==> src/rtl/keycond_pkg.sv <==
package keycond_pkg;
  typedef enum logic [1:0] {
    ST_IDLE  = 2'd0,
    ST_REC   = 2'd1,
    ST_PLAY  = 2'd2,
    ST_ERASE = 2'd3
  } core_state_e;

  localparam int K_REC   = 0;
  localparam int K_LPLAY = 1;
  localparam int K_EPLAY = 2;
  localparam int K_STOP  = 3;
  localparam int K_ERASE = 4;
  localparam int K_FWD   = 5;
  localparam int K_BWD   = 6;
  localparam int K_RST   = 7;
  localparam int NKEYS   = 8;

  // Convert a millisecond duration to a clock-cycle count (at least 2).
  function automatic int ms_to_cycles(input longint hz, input longint ms);
    longint c;
    c = (hz * ms) / 1000;
    if (c < 2) c = 2;
    return int'(c);
  endfunction

  // Half period of a blink in cycles.
  function automatic int half_period(input longint hz, input longint blink_hz);
    longint c;
    c = hz / (2 * blink_hz);
    if (c < 1) c = 1;
    return int'(c);
  endfunction
endpackage

==> src/rtl/key_debounce.sv <==
module key_debounce #(
  parameter int DEB_CYC = 4
) (
  input  logic clk,
  input  logic rst_n,
  input  logic raw,
  output logic level,
  output logic rise,
  output logic fall
);
  localparam int CW = $clog2(DEB_CYC + 1);
  localparam logic [CW-1:0] LAST = CW'(DEB_CYC - 1);

  logic s1, s2;
  logic [CW-1:0] cnt;

  always_ff @(posedge clk or negedge rst_n) begin
    if (!rst_n) begin
      s1 <= 1'b0; s2 <= 1'b0; level <= 1'b0;
      rise <= 1'b0; fall <= 1'b0; cnt <= '0;
    end else begin
      s1   <= raw;
      s2   <= s1;
      rise <= 1'b0;
      fall <= 1'b0;
      if (s2 != level) begin
        if (cnt == LAST) begin
          level <= s2;
          cnt   <= '0;
          rise  <= s2;
          fall  <= !s2;
        end else begin
          cnt <= cnt + 1'b1;
        end
      end else begin
        cnt <= '0;
      end
    end
  end


  accept_after_window_chk: assert property (@(posedge clk) disable iff (!rst_n)
    (level != $past(level)) |-> ($past(cnt) == LAST));

  rise_matches_level_chk: assert property (@(posedge clk) disable iff (!rst_n)
    rise |-> (level && !$past(level)));
endmodule

==> src/rtl/press_timer.sv <==
module press_timer #(
  parameter int LONG_CYC = 1000
) (
  input  logic clk,
  input  logic rst_n,
  input  logic level,
  input  logic fall,
  output logic short_stb,
  output logic long_stb
);
  localparam int HW = $clog2(LONG_CYC + 1);
  localparam logic [HW-1:0] LIMIT = HW'(LONG_CYC);

  logic [HW-1:0] held;

  always_ff @(posedge clk or negedge rst_n) begin
    if (!rst_n)              held <= '0;
    else if (!level)         held <= '0;
    else if (held != LIMIT)  held <= held + 1'b1;
  end

  assign long_stb  = level && (held == LIMIT - 1'b1);
  assign short_stb = fall && (held != LIMIT);


  long_once_chk: assert property (@(posedge clk) disable iff (!rst_n)
    long_stb |=> !long_stb);

  long_while_held_chk: assert property (@(posedge clk) disable iff (!rst_n)
    long_stb |-> level);

  short_after_release_chk: assert property (@(posedge clk) disable iff (!rst_n)
    short_stb |-> ($past(level) && !level && !long_stb));
endmodule

==> src/rtl/warn_blinker.sv <==
module warn_blinker #(
  parameter int WIN_CYC  = 2000,
  parameter int HALF_CYC = 166
) (
  input  logic clk,
  input  logic rst_n,
  input  logic trig,
  output logic led
);
  localparam int RW = $clog2(WIN_CYC + 1);
  localparam int PW = $clog2(HALF_CYC + 1);

  logic [RW-1:0] remain;
  logic [PW-1:0] phase;
  logic          lamp;

  always_ff @(posedge clk or negedge rst_n) begin
    if (!rst_n) begin
      remain <= '0; phase <= '0; lamp <= 1'b0;
    end else if (trig) begin
      remain <= RW'(WIN_CYC);
      phase  <= '0;
      lamp   <= 1'b1;
    end else if (remain != '0) begin
      remain <= remain - 1'b1;
      if (phase == PW'(HALF_CYC - 1)) begin
        phase <= '0;
        lamp  <= !lamp;
      end else begin
        phase <= phase + 1'b1;
      end
    end
  end

  assign led = (remain != '0) && lamp;


  warn_starts_lit_chk: assert property (@(posedge clk) disable iff (!rst_n)
    trig |=> led);
endmodule

==> src/rtl/key_cmd_conditioner.sv <==
module key_cmd_conditioner
  import keycond_pkg::*;
#(
  parameter int CLK_HZ      = 768000,
  parameter int DEB_MS      = 32,
  parameter int FB_LONG_MS  = 1000,
  parameter int RST_LONG_MS = 2000,
  parameter int WARN_MS     = 2000,
  parameter int BLINK_HZ    = 3
) (
  input  logic       clk,
  input  logic       rst_n,
  input  logic [7:0] key_raw,
  input  logic [1:0] core_state,
  input  logic       batt_low,
  output logic       rec_level,
  output logic       lplay_level,
  output logic       eplay_stb,
  output logic       stop_stb,
  output logic       erase_stb,
  output logic       fwd_stb,
  output logic       fwd_long_stb,
  output logic       bwd_stb,
  output logic       bwd_long_stb,
  output logic       init_stb,
  output logic       chip_erase_stb,
  output logic       led_warn
);
  localparam int DEB_CYC  = ms_to_cycles(CLK_HZ, DEB_MS);
  localparam int FB_CYC   = ms_to_cycles(CLK_HZ, FB_LONG_MS);
  localparam int RST_CYC  = ms_to_cycles(CLK_HZ, RST_LONG_MS);
  localparam int WARN_CYC = ms_to_cycles(CLK_HZ, WARN_MS);
  localparam int HALF_CYC = half_period(CLK_HZ, BLINK_HZ);

  logic [NKEYS-1:0] lvl, rise, fall;

  for (genvar k = 0; k < NKEYS; k++) begin : g_deb
    key_debounce #(.DEB_CYC(DEB_CYC)) u_deb (
      .clk(clk), .rst_n(rst_n), .raw(key_raw[k]),
      .level(lvl[k]), .rise(rise[k]), .fall(fall[k]));
  end

  // Timed keys: forward, backward, reset
  logic [2:0] t_short, t_long;
  for (genvar t = 0; t < 3; t++) begin : g_timed
    localparam int KI  = K_FWD + t;
    localparam int LIM = (KI == K_RST) ? RST_CYC : FB_CYC;
    press_timer #(.LONG_CYC(LIM)) u_tmr (
      .clk(clk), .rst_n(rst_n), .level(lvl[KI]), .fall(fall[KI]),
      .short_stb(t_short[t]), .long_stb(t_long[t]));
  end

  core_state_e st;
  assign st = core_state_e'(core_state);

  logic erasing, playing;
  assign erasing = (st == ST_ERASE);
  assign playing = (st == ST_PLAY);

  // Record acceptance is decided once per press, at the debounced rising edge.
  logic rec_ok;
  always_ff @(posedge clk or negedge rst_n) begin
    if (!rst_n)              rec_ok <= 1'b0;
    else if (rise[K_REC])    rec_ok <= !batt_low && !erasing;
    else if (fall[K_REC])    rec_ok <= 1'b0;
  end

  logic rec_now;
  assign rec_now = rise[K_REC] && !batt_low && !erasing;

  // Named intermediate events for the checks
  logic erase_req, rst_req, warn_trig;
  assign erase_req = rise[K_ERASE] && !erasing;
  assign rst_req   = t_short[2] || t_long[2];
  assign warn_trig = batt_low &&
                     ((rise[K_REC] && !erasing) || erase_req || rst_req);

  assign rec_level      = lvl[K_REC] && (rec_ok || rec_now) && !erasing;
  assign lplay_level    = lvl[K_LPLAY] && !erasing;
  assign eplay_stb      = rise[K_EPLAY] && !erasing;
  assign stop_stb       = rise[K_STOP] && playing;
  assign erase_stb      = erase_req && !batt_low;
  assign fwd_stb        = t_short[0] && !erasing;
  assign fwd_long_stb   = t_long[0] && !erasing;
  assign bwd_stb        = t_short[1] && !erasing;
  assign bwd_long_stb   = t_long[1] && !erasing;
  assign init_stb       = t_short[2] && !batt_low;
  assign chip_erase_stb = t_long[2] && !batt_low;

  warn_blinker #(.WIN_CYC(WARN_CYC), .HALF_CYC(HALF_CYC)) u_warn (
    .clk(clk), .rst_n(rst_n), .trig(warn_trig), .led(led_warn));

  logic unused_edges;
  assign unused_edges = ^{fall[K_ERASE:K_LPLAY], rise[K_RST:K_FWD], rise[K_LPLAY]};


  erase_lockout_chk: assert property (@(posedge clk) disable iff (!rst_n)
    erasing |-> !(eplay_stb || stop_stb || erase_stb || fwd_stb || fwd_long_stb ||
                  bwd_stb || bwd_long_stb || rec_level || lplay_level));

  stop_only_playing_chk: assert property (@(posedge clk) disable iff (!rst_n)
    stop_stb |-> (core_state == 2'd2));

  low_batt_block_chk: assert property (@(posedge clk) disable iff (!rst_n)
    batt_low |-> !(erase_stb || init_stb || chip_erase_stb || $rose(rec_level)));

  reset_single_cmd_chk: assert property (@(posedge clk) disable iff (!rst_n)
    !(init_stb && chip_erase_stb));
endmodule

==> config.mk <==
export PLATFORM = sky130hd
export DESIGN_NAME = key_cmd_conditioner
export DESIGN_NICKNAME = d
export VERILOG_FILES = /design/src/rtl/keycond_pkg.sv /design/src/rtl/key_debounce.sv /design/src/rtl/press_timer.sv /design/src/rtl/warn_blinker.sv /design/src/rtl/key_cmd_conditioner.sv
export SDC_FILE = /design/constraint.sdc
export NUM_CORES = 1
export LEC_CHECK = 0
export BUFFER_PORTS_ARGS = -buffer_cell sky130_fd_sc_hd__buf_2
export CAP_MARGIN = 20
export CORE_ASPECT_RATIO = 0.6
export CORE_UTILIZATION = 60
export CTS_BUF_LIST = sky130_fd_sc_hd__clkbuf_16
export DETAILED_ROUTE_END_ITERATION = 12
export GPL_TIMING_DRIVEN = 0
export PLACE_DENSITY = 0.77
export RECOVER_POWER = 100
export SYNTH_ARGS = -nofsm -noshare
export SYNTH_HDL_FRONTEND = slang
export SYNTH_SLANG_ARGS = --single-unit
==> constraint.sdc <==
create_clock -name clk -period 5.5 [get_ports clk]
set_input_delay 0.55 -clock clk [delete_from_list [all_inputs] [get_ports clk]]
set_output_delay 0.55 -clock clk [all_outputs]
set_load 0.01 [all_outputs]
==> flow_summary.rst, run 1 <==
.. list-table::
   :header-rows: 1

   * - Metric
     - Value
   * - Worst-case clock skew
     - 0.0100 ns
   * - Complex-gate fraction of the synthesized area
     - 4.16%
   * - Max-cap violation count
     - 1
   * - Smallest hold slack
     - 0.135 ns
   * - Placeable core region
     - 19400 sq um
   * - Leading area contributor after synthesis
     - dfrtp_1
   * - Synthesized netlist cell count
     - 1211
   * - Total routed wirelength
     - 22.1 mm
   * - Sequential share of the synthesized area
     - 52.3%
   * - Count of endpoints failing setup in the final report
     - 0
   * - Antenna violations before repair
     - 0
   * - Share of the synthesized area in the top cell type
     - 52.3%
   * - Cell-by-cell trace of the critical path
     - dlygate4sd3_1 > clkbuf_1 > buf_16 > buf_16
   * - Htree depth
     - 1
   * - Leakage component of the power
     - 5.55 nW
   * - Clock power frac
     - 40.1%
   * - Number of ports placed on the die boundary
     - 25
   * - Layout cell share with drive strength beyond 1
     - 5.93%
   * - First-iteration detailed-routing DRC count
     - 671
   * - Biggest area contributors in the synthesized netlist
     - dfrtp_1, xnor2_1, nor2_1
   * - Number of design rule violations left after detail routing
     - 0
   * - TritonCTS clock tree
     - built
   * - Remaining Overflow, GRT
     - 0
   * - Leading cell types by count after synthesis
     - dfrtp_1, nor2_1, xnor2_1
   * - Run status
     - finished with violations
   * - Net switching share of the total power
     - 24.7%
   * - Switching power summed over all nets
     - 0.000987 W
   * - Syn_area_per_cell
     - 10.0 sq um
   * - Cell-internal power
     - 0.00300 W
   * - Portion of the clock cycle consumed by the worst path in the final layout
     - 68.7%
   * - Count of antenna-violating nets left after detailed routing
     - 0
   * - Count of fill cells added during filler insertion
     - 1507
   * - Worst setup SP type
     - input port
   * - GRT Overall Usage
     - 22.5%
   * - Overall die height
     - 112 microns
   * - Detail-routed net length per standard cell
     - 14.3 microns
   * - Vias after detailed routing
     - 8562
   * - Proportion of register bits with asynchronous set or reset after synthesis
     - 100%
   * - Leading register cell type out of synthesis
     - dfrtp_1
   * - Post-CTS Hold Fix Bufs
     - 1
   * - Starting density of the core
     - 62.5%
   * - Maximum cell stage delay along the critical path
     - 2.36 ns
   * - Sequential share of power
     - 52.4%
   * - Crit path top cell by count
     - buf_16
   * - Achievable frequency
     - 0.265 GHz
   * - Leading cell type by number of instances after synthesis
     - dfrtp_1
   * - Combined flip-flop and latch cell area
     - 6330 sq um
   * - Critical path capture point type
     - async pin
   * - Kind of cell adding the most delay to the critical path
     - buffers and inverters
   * - Cell Area, Placed
     - 12600 sq um
   * - Design Area, Final
     - 13300 sq um
   * - Crit path max-delay cell type
     - clkbuf_1
   * - Multiplexer share of the synthesized area
     - 0.992%
   * - Die Area
     - 20800 sq um
   * - Slew margin rel.
     - -124%
   * - Worst setup path category
     - in -> async
   * - Worst path required time
     - 6.10 ns
   * - Data arrival time at the worst-slack endpoint
     - 4.38 ns
   * - Hold violation count in the final report
     - 0
   * - Clock transition at the register clock pins on the worst setup and hold paths after CTS
     - 0.06 ns
   * - Syn. warnings
     - 0
   * - Setup repair after global routing missed its margin
     - no
   * - Antenna diode instance count
     - 0
   * - Chip width
     - 185 microns
   * - Count of TritonRoute iterations in the first routing pass
     - 6
   * - Flop and latch count out of synthesis
     - 253
   * - Final RePlAce weighted congestion
     - 0.837
   * - Count of distinct cell types in the synthesized netlist
     - 55
   * - First-pass GRT wire length
     - 38.7 mm
   * - Class of the most critical hold timing path
     - in -> reg
   * - Post-CTS Setup Inserts
     - 0
   * - Power density over the cells
     - 299 nW/um^2
   * - Clock sinks
     - 253
   * - Number of buffers on the longest clock path
     - 3
   * - Number of flops mapped to enable cells by yosys
     - 0
   * - Placement row count
     - 39
   * - Routed vias/inst
     - 5.53
   * - Logic pwr share
     - 7.5%
   * - PnR Total Power
     - 0.00399 W
   * - Summed instance area of the synthesized netlist
     - 12100 sq um
   * - Count of buffer and inverter cells on the critical path
     - 4
   * - HPWL after DPL
     - 15.2 mm
   * - Syn Nets
     - 1241
   * - Peak supply drop
     - 0.000239 V
   * - Number of nets in the layout
     - 1295
   * - Largest net degree at the start of global routing
     - 124
   * - Area added between synthesis and finish
     - 10.1%
   * - Period minus WS final
     - 3.78 ns
   * - Slew of the pin with the lowest slew margin
     - 3.36 ns
   * - Largest fanout on the critical path
     - 123
   * - Via count of the first global-routing pass
     - 8187
   * - Post-synthesis simple-gate area fraction
     - 26.3%
   * - Port Buffer Count
     - 24
   * - Post-Synth XOR/XNOR Area
     - 12.1%
   * - Post-synthesis share of cell area spent on full adders, half adders and majority gates
     - 1.76%
   * - Final Slew Violations
     - 63
   * - Clock root cell
     - clkbuf_16
   * - Post-CTS resize count
     - 0
   * - Violated checks
     - capacitance limit, slew limit
   * - Combined area of the multi-input logic cells
     - 5460 sq um
   * - Dominant combinational cell family by area after synthesis
     - simple AND/OR/NAND/NOR gates
   * - Number of buffers created by CTS
     - 24
   * - Worst-skew pair later-pin latency
     - 0.52 ns
## metal layers
layer / part of all wire, % / vias up / GRT usage (%)
met1: 53 / 4136 / 36.1
li1: - / 4268 / -
met5: 0 / - / 0
met2: 42 / 136 / 32.7
met3: 3.8 / 22 / 3.28
met4: 1.3 / 0 / 3.97
## sequential cells by signal, indices dropped and copies added, names as in the netlist
name                count
g_deb.u_deb.cnt       120
g_deb.u_deb.rise        4
u_warn.lamp             1
u_warn.phase           17
g_deb.u_deb.s1          8
g_timed.u_tmr.held     61
g_deb.u_deb.fall        4
g_deb.u_deb.s2          8
rec_ok                  1
u_warn.remain          21
g_deb.u_deb.level       8
## power by group through the flow
stage | registers [W] | clock network, W | logic, W
5_1_grt | 0.00210 | 0.00171 | 0.000354
4_1_cts | 0.00208 | 0.00164 | 0.000303
2_1_floorplan | 0.00209 | 0 | 0.000210
3_3_place_gp | 0.00211 | 0 | 0.000287
3_5_place_dp | 0.00212 | 0 | 0.000302
6_report | 0.00209 | 0.00160 | 0.000300
## layout make-up
| class | instances | area share, % |
|---|---|---|
| timing repair buffer | 28 | 1.31 |
| buffer | 28 | 0.807 |
| clock buffer | 25 | 4.69 |
| clock inverter | 18 | 1.03 |
| sequential | 253 | 47.5 |
| tap | 266 | 2.50 |
| inverter | 43 | 1.21 |
| multi-input combinational | 887 | 41.0 |
## metrics by stage
stage / utilization, % / setup slack, ns / TNS [ns] / cells
after global placement: 64.8 / -0.634 / -152.18 / 1501
after CTS: 69.2 / 2.07 / 0 / 1547
after floorplan: - / 3.06 / 0 / 1211
after global routing: 68.8 / 1.01 / 0 / 1548
final: 68.8 / 1.72 / 0 / 1548
after detailed placement: 65.2 / 2.64 / 0 / 1503
## final timing paths
kind / startpoint / endpoint / slack [ns] / depth (start not counted)
setup / recovery: rst_n / g_deb[2].u_deb.cnt[6] / 1.72 / 4
hold / removal: key_raw[4] / g_deb[4].u_deb.s1 / 0.14 / 1
setup reg to reg: g_timed[2].u_tmr.held[1] / u_warn.remain[15] / 1.98 / 8
hold reg to reg: g_deb[7].u_deb.s1 / g_deb[7].u_deb.s2 / 0.35 / 0
max in group clk: u_warn.remain[0] / led_warn / 1.74 / 9
min in group asynchronous: rst_n / g_deb[0].u_deb.cnt[5] / 1.73 / 2
## cell usage in the layout, fill, tap and decap left out, types with 5 or more instances in the layout
cell	instances
and3b_1	5
ha_1	17
clkinv_1	6
a31oi_1	7
a21oi_1	27
nand3b_1	5
nand2_1	81
nor4b_1	6
nor2b_1	9
nand2b_1	10
mux2_2	8
dfrtp_1	253
nand4b_1	5
or3_1	12
or2_2	8
nor2_1	183
nand4_1	45
inv_1	46
nor3_1	31
a21boi_0	6
nor4_1	26
xor2_1	70
buf_2	14
and2_1	13
xnor2_1	97
clkbuf_16	25
clkbuf_1	38
and3_1	15
and2_0	43
nand3_1	76
and4_1	10
o21ai_0	24
nor3b_1	10
## cells by family (layout without fill, tap and decap cells)
family / Yosys count / in the layout
simple gates: 608 / 608
flops: 253 / 253
xor+xnor: 167 / 167
compound gates: 84 / 84
buf+inv: 71 / 142
fa+ha+maj: 17 / 17
mux: 11 / 11
Note: power is estimated with default switching activity, not from simulation.
==> run 2, diff against run 1 <==
--- a/config.mk
+++ b/config.mk
@@ -5,14 +5,15 @@
 export SDC_FILE = /design/constraint.sdc
 export NUM_CORES = 1
 export LEC_CHECK = 0
+export ABC_AREA = 1
 export BUFFER_PORTS_ARGS = -buffer_cell sky130_fd_sc_hd__buf_2
 export CAP_MARGIN = 20
 export CORE_ASPECT_RATIO = 0.6
-export CORE_UTILIZATION = 60
+export CORE_UTILIZATION = 57
 export CTS_BUF_LIST = sky130_fd_sc_hd__clkbuf_16
 export DETAILED_ROUTE_END_ITERATION = 12
 export GPL_TIMING_DRIVEN = 0
-export PLACE_DENSITY = 0.77
+export PLACE_DENSITY = 0.76
 export RECOVER_POWER = 100
 export SYNTH_ARGS = -nofsm -noshare
 export SYNTH_HDL_FRONTEND = slang
==> constraint.sdc (replaced) <==
create_clock -name clk -period 3.1 [get_ports clk]
set_input_delay 0.31 -clock clk [delete_from_list [all_inputs] [get_ports clk]]
set_output_delay 0.31 -clock clk [all_outputs]
set_load 0.01 [all_outputs]
==> run 2 against run 1 <==
The flow now finishes without violations. Final area is 5.6% higher. Global-route usage is 1.8 points higher. Cell count up 25%. Total power grew 73%. Sequential share of layout area decreased by 2.5 points. Critical path depth grew 5. First-iteration DRC count is 57% higher. Critical endpoint is now led_warn. Largest cell class unchanged.
==> flow_summary.rst, run 2 <==
.. list-table::
   :header-rows: 1

   * - Metric
     - Value
   * - Run status
     - finished clean (was finished with violations)
   * - Largest net degree at the start of global routing
     - 93 (was 124)
   * - Portion of the clock cycle consumed by the worst path in the final layout
     - 84.7%
   * - Area added between synthesis and finish
     - 9.70% (was 10.1%)
   * - First-pass GRT wire length
     - 46.6 mm (was 38.7 mm)
   * - Max FFs per register
     - 120 (unchanged)
   * - Combined area of the multi-input logic cells
     - 5550 sq um (was 5460 sq um)
   * - Antenna violations before repair
     - 0 (unchanged)
   * - Number of nets in the layout
     - 1661 (was 1295)
   * - Routed met3 length
     - 1.37 mm (was 849 microns)
   * - Syn. warnings
     - 0 (unchanged)
   * - Maximum cell stage delay along the critical path
     - 0.44 ns (was 2.36 ns)
   * - Critical path capture point type
     - output port (was async pin)
   * - Number of buffers created by CTS
     - 25 (was 24)
   * - Smallest hold slack
     - 0.229 ns (was 0.135 ns)
   * - Worst path required time
     - 2.79 ns (was 6.10 ns)
   * - First-iteration detailed-routing DRC count
     - 1054 (was 671)
   * - Starting density of the core
     - 58.1% (was 62.5%)
   * - Clock root cell
     - clkbuf_16 (unchanged)
   * - Crit path max-delay cell type
     - clkbuf_1 (unchanged)
   * - Data arrival time at the worst-slack endpoint
     - 2.31 ns (was 4.38 ns)
   * - Die Area
     - 23100 sq um (was 20800 sq um)
   * - Overall die height
     - 118 microns (was 112 microns)
   * - Port Buffer Count
     - 24 (unchanged)
   * - Placed Instances
     - 1881 (was 1503)
   * - Synthesized netlist cell count
     - 1569 (was 1211)
   * - Clock transition at the register clock pins on the worst setup and hold paths after CTS
     - 0.07 ns (was 0.06 ns)
   * - Antenna diode instance count
     - 0 (unchanged)
   * - Total routed wirelength
     - 26.6 mm (was 22.1 mm)
   * - M1 WL
     - 13.9 mm (was 11.7 mm)
   * - Number of design rule violations left after detail routing
     - 0 (unchanged)
   * - Hold violation count in the final report
     - 0 (unchanged)
   * - Kind of cell adding the most delay to the critical path
     - buffers and inverters (unchanged)
   * - Leading area contributor after synthesis
     - dfrtp_1 (unchanged)
   * - Setup repair after global routing missed its margin
     - no (unchanged)
   * - Final RePlAce weighted congestion
     - 0.942 (was 0.837)
   * - Leading cell type by number of instances after synthesis
     - nor2_1 (was dfrtp_1)
   * - Worst-case clock skew
     - 0.0163 ns (was 0.0100 ns)
   * - Post-Layout Cell Count
     - 1934 (was 1548)
   * - Leakage component of the power
     - 6.35 nW (was 5.55 nW)
   * - Slew margin rel.
     - 22.5% (was -124%)
   * - Leading cell types by count after synthesis
     - nor2_1, nand2_1, dfrtp_1 (was dfrtp_1, nor2_1, xnor2_1)
   * - Flop and latch count out of synthesis
     - 253 (unchanged)
   * - Sequential share of the synthesized area
     - 49.4% (was 52.3%)
   * - Count of endpoints failing setup in the final report
     - 0 (unchanged)
   * - Worst-skew pair later-pin latency
     - 0.53 ns (was 0.52 ns)
   * - Share of the synthesized area in the top cell type
     - 49.4% (was 52.3%)
   * - Htree depth
     - 1 (unchanged)
   * - Crit path top cell by count
     - inv_1 (was buf_16)
   * - Via count of the first global-routing pass
     - 9753 (was 8187)
   * - Syn_area_per_cell
     - 8.18 sq um (was 10.0 sq um)
   * - Most common library cell in the layout ignoring fill and taps
     - nor2_1 (was dfrtp_1)
   * - Count of distinct cell types in the synthesized netlist
     - 43 (was 55)
   * - Count of antenna-violating nets left after detailed routing
     - 0 (unchanged)
   * - Clock sinks
     - 253 (unchanged)
   * - Max-cap violation count
     - 0 (was 1)
   * - Leading register cell type out of synthesis
     - dfrtp_1 (unchanged)
   * - Period minus WS final
     - 2.62 ns
   * - Placement row count
     - 42 (was 39)
   * - Largest fanout on the critical path
     - 10 (was 123)
   * - Cell-by-cell trace of the critical path
     - inv_1 > ha_1 > nand3_1 > inv_1 > nand2_1 > clkbuf_1 > nand2_1 > inv_1 > buf_2 (was dlygate4sd3_1 > clkbuf_1 > buf_16 > buf_16)
   * - Number of buffers on the longest clock path
     - 3 (unchanged)
   * - Proportion of register bits with asynchronous set or reset after synthesis
     - 100% (unchanged)
   * - Worst setup SP type
     - register (was input port)
   * - Post-CTS resize count
     - 0 (unchanged)
   * - Count of buffer and inverter cells on the critical path
     - 5 (was 4)
   * - Summed instance area of the synthesized netlist
     - 12800 sq um (was 12100 sq um)
   * - TritonCTS clock tree
     - built (unchanged)
   * - Post-CTS Setup Inserts
     - 0 (unchanged)
   * - Biggest area contributors in the synthesized netlist
     - dfrtp_1, nor2_1, nand2_1 (was dfrtp_1, xnor2_1, nor2_1)
   * - Combined flip-flop and latch cell area
     - 6330 sq um (unchanged)
   * - Detail-routed net length per standard cell
     - 13.8 microns (was 14.3 microns)
   * - Chip width
     - 196 microns (was 185 microns)
   * - Post-CTS Hold Fix Bufs
     - 9 (was 1)
   * - Slew of the pin with the lowest slew margin
     - 1.16 ns (was 3.36 ns)
   * - Remaining Overflow, GRT
     - 0 (unchanged)
   * - HPWL after DPL
     - 18.9 mm (was 15.2 mm)
   * - Peak supply drop
     - 0.000464 V (was 0.000239 V)
   * - Count of fill cells added during filler insertion
     - 1846 (was 1507)
   * - Layout cell share with drive strength beyond 1
     - 5.04% (was 5.93%)
   * - Count of TritonRoute iterations in the first routing pass
     - 5 (was 6)
   * - Number of flops mapped to enable cells by yosys
     - 0 (unchanged)
   * - Sum of negative setup slack
     - 0 ns (unchanged)
   * - Class of the most critical hold timing path
     - in -> reg (unchanged)
   * - GRT Overall Usage
     - 24.3% (was 22.5%)
   * - Highest metal layer with signal wires
     - met4 (unchanged)
   * - PnR Total Power
     - 0.00691 W (was 0.00399 W)
   * - Vias after detailed routing
     - 10.4k (was 8562)
   * - Achievable frequency
     - 0.381 GHz
   * - Syn Nets
     - 1599 (was 1241)
   * - Routed vias/inst
     - 5.37 (was 5.53)
   * - Top Registers
     - g_deb.u_deb.cnt (120), g_timed.u_tmr.held (61), u_warn.remain (21) (unchanged)
   * - Final Slew Violations
     - 0 (was 63)
   * - Register bank with the most flops
     - g_deb.u_deb.cnt (unchanged)
   * - Worst setup path category
     - reg -> out (was in -> async)
   * - Placeable core region
     - 22100 sq um (was 19400 sq um)
   * - Number of ports placed on the die boundary
     - 25 (unchanged)
   * - Highest-count cells in the layout ignoring fill and taps
     - nor2_1, nand2_1, dfrtp_1, inv_1, nand3_1 (was dfrtp_1, nor2_1, xnor2_1, nand2_1, nand3_1)
   * - Power density over the cells
     - 491 nW/um^2 (was 299 nW/um^2)
   * - Metal2 WL
     - 10.9 mm (was 9.29 mm)
[run 2: cell types whose count changed after synthesis, moves of 12 or more]
cell / before / now
nor2_2: 0 / 15
nand3_1: 76 / 131
nand2_1: 81 / 264
and2_1: 56 / 0
nor3_1: 31 / 65
or3_1: 12 / 0
xnor2_1: 97 / 14
inv_1: 43 / 186
a21oi_1: 27 / 73
nor2_1: 183 / 273
and3_1: 15 / 1
o21ai_0: 24 / 39
nor4_1: 25 / 11
[run 2: path summary, 6_finish.rpt]
path | from | to | slack [ns] | cells after the start
worst max-delay path | u_warn.remain[0] | led_warn | 0.48 | 9
worst min-delay path | core_state[1] | rec_ok | 0.23 | 4
worst max register to register | g_deb[6].u_deb.cnt[0] | g_deb[6].u_deb.cnt[13] | 0.62 | 10
worst min register to register | g_deb[3].u_deb.s1 | g_deb[3].u_deb.s2 | 0.35 | 0
max in group asynchronous | rst_n | g_deb[2].u_deb.cnt[0] | 0.92 | 4
min in group asynchronous | rst_n | g_deb[5].u_deb.cnt[10] | 0.35 | 2
[run 2: final cells by class]
| type | instances | area share, % |
|---|---|---|
| timing repair buffer | 35 | 1.72 |
| inverter | 196 | 5.23 |
| tap | 286 | 2.54 |
| clock buffer | 25 | 4.45 |
| clock inverter | 19 | 1.17 |
| multi-input combinational | 1106 | 39.4 |
| buffer | 14 | 0.471 |
| sequential | 253 | 45.0 |
[run 2: worst min-delay path: cells and delay by family]
family	cells	cell delay [ns]
and+or+nand+nor	2	0.23
AOI/OAI and AO/OA	1	0.08
buffers and inverters	1	0.09
[run 2: kinds of logic (layout without fill, tap and decap cells)]
kind of cell | after synthesis | count (layout) | synth area share (%)
compound gates | 139 | 139 | 5.93
xor+xnor | 95 | 95 | 6.49
fa+ha+maj | 17 | 17 | 1.66
buf+inv | 210 | 289 | 6.44
flops | 253 | 253 | 49.4
mux | 2 | 2 | 0.176
simple gates | 853 | 853 | 30.0
[run 2: report_power, final]
group	total [W]	switching [W]	leakage, nW	internal (W)
Sequential	0.00350	0.0000990	3.39	0.00341
Combinational	0.000419	0.000283	2.56	0.000135
Clock	0.00298	0.00127	0.400	0.00171
Total	0.00691	0.00165	6.35	0.00525
[run 2: metrics by stage]
stage          area, sq um  setup slack [ns]  utilization [%]
2_1_floorplan        12800              1.39                -
3_3_place_gp         13300             -2.81             60.3
3_5_place_dp         13400              1.02             60.6
4_1_cts              14300             0.510             64.6
5_1_grt              14100             0.276             63.8
6_report             14100             0.475             63.8
[run 2: metal layers]
layer  vias to the layer above  track usage, %
met5                         -               0
met4                         0            4.25
met3                        33            3.94
met2                       257            34.7
met1                      4892            39.1
li1                       5207               -
==> run 3, diff against run 2 <==
==> constraint.sdc (replaced) <==
create_clock -name clk -period 2.3 [get_ports clk]
set_input_delay 0.23 -clock clk [delete_from_list [all_inputs] [get_ports clk]]
set_output_delay 0.23 -clock clk [all_outputs]
set_load 0.01 [all_outputs]
==> run 3 against run 2 <==
The run now ends with DRC left. Total power rose by 37%. Hold slack got worse by 0.085 ns. Largest power group unchanged. Clock skew shrank 0.00064 ns. Register-to-register slack worse by 0.42 ns. Critical path type unchanged. Final area up 2.6%. Combinational power rose by 65%. Utilization rose by 1.6 points. First-iteration DRC count is 0.57% lower. Clock power rose by 35%. Critical path depth up 1. Global-route usage rose by 0.10 points. Routed wire length grew 2.7%. Highest routed layer unchanged.
==> flow_summary.rst, run 3 (same netlist as run 2, synthesis figures left out) <==
.. list-table::
   :header-rows: 1

   * - Metric
     - Value
   * - Run status
     - finished with violations (was finished clean)
   * - Violated checks
     - DRC
   * - PnR Total Power
     - 0.00945 W (was 0.00691 W)
   * - First-iteration detailed-routing DRC count
     - 1048 (was 1054)
   * - Starting density of the core
     - 58.1% (unchanged)
   * - Class of the most critical hold timing path
     - in -> reg (unchanged)
   * - GRT Overall Usage
     - 24.4% (was 24.3%)
   * - Portion of the clock cycle consumed by the worst path in the final layout
     - 97.6%
   * - Kind of cell adding the most delay to the critical path
     - simple AND/OR/NAND/NOR gates (was buffers and inverters)
   * - Largest net degree at the start of global routing
     - 93 (unchanged)
   * - Critical path origin
     - u_warn.remain[4] (was u_warn.remain[0])
   * - Number of buffers created by CTS
     - 25 (unchanged)
   * - Sum of negative setup slack
     - 0 ns (unchanged)
   * - Worst Hold Depth
     - 4 (unchanged)
   * - Port Buffer Count
     - 24 (unchanged)
   * - Stages on the worst setup path
     - 10 (was 9)
   * - Final RePlAce weighted congestion
     - 0.942 (unchanged)
   * - Post-Layout Cell Count
     - 1952 (was 1934)
   * - Critical path capture point type
     - output port (unchanged)
   * - R2r startpoint
     - g_timed[2].u_tmr.held[0] (was g_deb[6].u_deb.cnt[0])
   * - TritonCTS clock tree
     - built (unchanged)
   * - Die Area
     - 23100 sq um (unchanged)
   * - Slew margin rel.
     - 44.5% (was 22.5%)
   * - Highest-count cells in the layout ignoring fill and taps
     - nor2_1, nand2_1, dfrtp_1, inv_1, nand3_1 (unchanged)
   * - Period minus WS final
     - 2.24 ns
   * - Remaining Overflow, GRT
     - 0 (unchanged)
   * - Combined flip-flop and latch cell area
     - 6330 sq um (about the same)
   * - Vias after detailed routing
     - 10.6k (was 10.4k)
   * - Detail-routed net length per standard cell
     - 14.0 microns (was 13.8 microns)
   * - Placeable core region
     - 22100 sq um (unchanged)
   * - Worst setup SP type
     - register (unchanged)
   * - Final Slew Violations
     - 0 (unchanged)
   * - Via count of the first global-routing pass
     - 9780 (was 9753)
   * - Combined area of the multi-input logic cells
     - 5740 sq um (was 5550 sq um)
   * - Crit path max-delay cell type
     - dfrtp_1 (was clkbuf_1)
   * - Total routed wirelength
     - 27.4 mm (was 26.6 mm)
   * - Count of TritonRoute iterations in the first routing pass
     - 10 (was 5)
   * - Number of ports placed on the die boundary
     - 25 (unchanged)
   * - Reg2reg path depth
     - 12 (was 10)
   * - Largest fanout on the critical path
     - 10 (unchanged)
   * - HPWL after DPL
     - 18.9 mm (unchanged)
   * - Area added between synthesis and finish
     - 12.5% (was 9.70%)
   * - Clock root cell
     - clkbuf_16 (unchanged)
   * - Clock transition at the register clock pins on the worst setup and hold paths after CTS
     - 0.07 ns (about the same)
   * - Max FFs per register
     - 120 (unchanged)
   * - Worst path required time
     - 2.07 ns (was 2.79 ns)
   * - Number of nets in the layout
     - 1679 (was 1661)
   * - Achievable frequency
     - 0.446 GHz
   * - Overall die height
     - 118 microns (unchanged)
   * - Leakage component of the power
     - 6.50 nW (was 6.35 nW)
   * - Post-layout utilization of the core
     - 65.4% (was 63.8%)
   * - Max-cap violation count
     - 0 (unchanged)
   * - Cell-by-cell trace of the critical path
     - nor2_2 > inv_2 > nor2_4 > nand2_2 > nor2_2 > nand2_2 > buf_6 > nand2_1 > inv_1 > buf_2 (was inv_1 > ha_1 > nand3_1 > inv_1 > nand2_1 > clkbuf_1 > nand2_1 > inv_1 > buf_2)
   * - First-pass GRT wire length
     - 46.7 mm (was 46.6 mm)
   * - Htree depth
     - 1 (unchanged)
   * - Maximum cell stage delay along the critical path
     - 0.41 ns (was 0.44 ns)
   * - Worst setup path category
     - reg -> out (unchanged)
   * - Power density over the cells
     - 655 nW/um^2 (was 491 nW/um^2)
   * - Routed vias/inst
     - 5.41 (was 5.37)
   * - Count of fill cells added during filler insertion
     - 1786 (was 1846)
   * - Top Registers
     - g_deb.u_deb.cnt (120), g_timed.u_tmr.held (61), u_warn.remain (21) (unchanged)
   * - Count of buffer and inverter cells on the critical path
     - 4 (was 5)
   * - Most common library cell in the layout ignoring fill and taps
     - nor2_1 (unchanged)
   * - Dpl ws
     - 0.302 ns (was 1.02 ns)
   * - Worst-case clock skew
     - 0.0157 ns (was 0.0163 ns)
   * - Placement row count
     - 42 (unchanged)
   * - Least setup slack across all paths after layout
     - 0.0561 ns (was 0.475 ns)
   * - Chip width
     - 196 microns (unchanged)
   * - Data arrival time at the worst-slack endpoint
     - 2.01 ns (was 2.31 ns)
   * - Antenna violations before repair
     - 0 (unchanged)
   * - Number of buffers on the longest clock path
     - 3 (unchanged)
   * - Worst-skew pair later-pin latency
     - 0.53 ns (about the same)
   * - Clock sinks
     - 253 (unchanged)
   * - Number of design rule violations left after detail routing
     - 1 (was 0)
   * - Antenna diode instance count
     - 0 (unchanged)
   * - Layout cell share with drive strength beyond 1
     - 8.88% (was 5.04%)
   * - Count of endpoints failing setup in the final report
     - 0 (unchanged)
   * - Start point of the worst min-delay path
     - core_state[1] (unchanged)
   * - Placed Instances
     - 1881 (unchanged)
   * - Slew of the pin with the lowest slew margin
     - 0.833 ns (was 1.16 ns)
   * - Peak supply drop
     - 0.000589 V (was 0.000464 V)
   * - Register bank with the most flops
     - g_deb.u_deb.cnt (unchanged)
   * - Hold violation count in the final report
     - 0 (unchanged)
   * - Count of antenna-violating nets left after detailed routing
     - 0 (unchanged)
[run 3: cell types whose count changed in the layout (fill, tap and decap cells not counted), sizes merged]
cell  change
buf      +18
[run 3: where the power goes]
part / switching, W / internal, W / total, W
clock: 0.00171 / 0.00231 / 0.00402
combinational: 0.000437 / 0.000255 / 0.000691
sequential: 0.000142 / 0.00459 / 0.00474
total: 0.00229 / 0.00716 / 0.00945
[run 3: final timing paths]
check | to | slack (ns)
min reg2reg | g_deb[7].u_deb.s2 | 0.35
max in group asynchronous | u_warn.remain[8] | 0.43
max | led_warn | 0.06
min | rec_ok | 0.14
min in group asynchronous | g_deb[5].u_deb.cnt[10] | 0.27
max reg2reg | u_warn.phase[10] | 0.20
[run 3: what timing repair did]
item,in CTS,in global routing
endpoints found under the hold margin,85,0
setup buffers,4,14
hold buffers,9,0
gates resized for setup,10,26
pin swaps,3,11
setup endpoints to repair,4,7
[run 3: through the flow]
step                instance area (sq um)  hold WS [ns]
floorplan                           12800       -0.0656
global placement                    13300         0.335
global route                        14400         0.150
finish                              14400         0.144
detailed placement                  13400         0.246
CTS                                 14300         0.125
[run 3: cell type report]
class | count | area share, %
clock inverters | 19 | 1.14
repair buffers | 53 | 2.66
multi-input cells | 1106 | 39.7
well taps | 286 | 2.48
inverters | 196 | 5.10
plain buffers | 14 | 0.642
clock buffers | 25 | 4.33
flip-flops and latches | 253 | 43.9
[run 3: worst register-to-register path: stages (launching register included)]
cell      delay (ns)
dfrtp_2         0.43
ha_1            0.22
nand2_1         0.11
nor2_4          0.07
clkbuf_1        0.14
nand3_1         0.12
nor2_1          0.07
nor2_1          0.24
nand2_2         0.11
nand2_4         0.16
buf_4           0.22
nand3_1         0.10
nand2_1         0.07
[run 3: per-layer routing]
metal  part of all wire [%]  GRT usage [%]
met1                     51           39.0
met2                     42           35.0
met3                    6.1           4.08
met4                    1.3           4.15
met5                      0              0
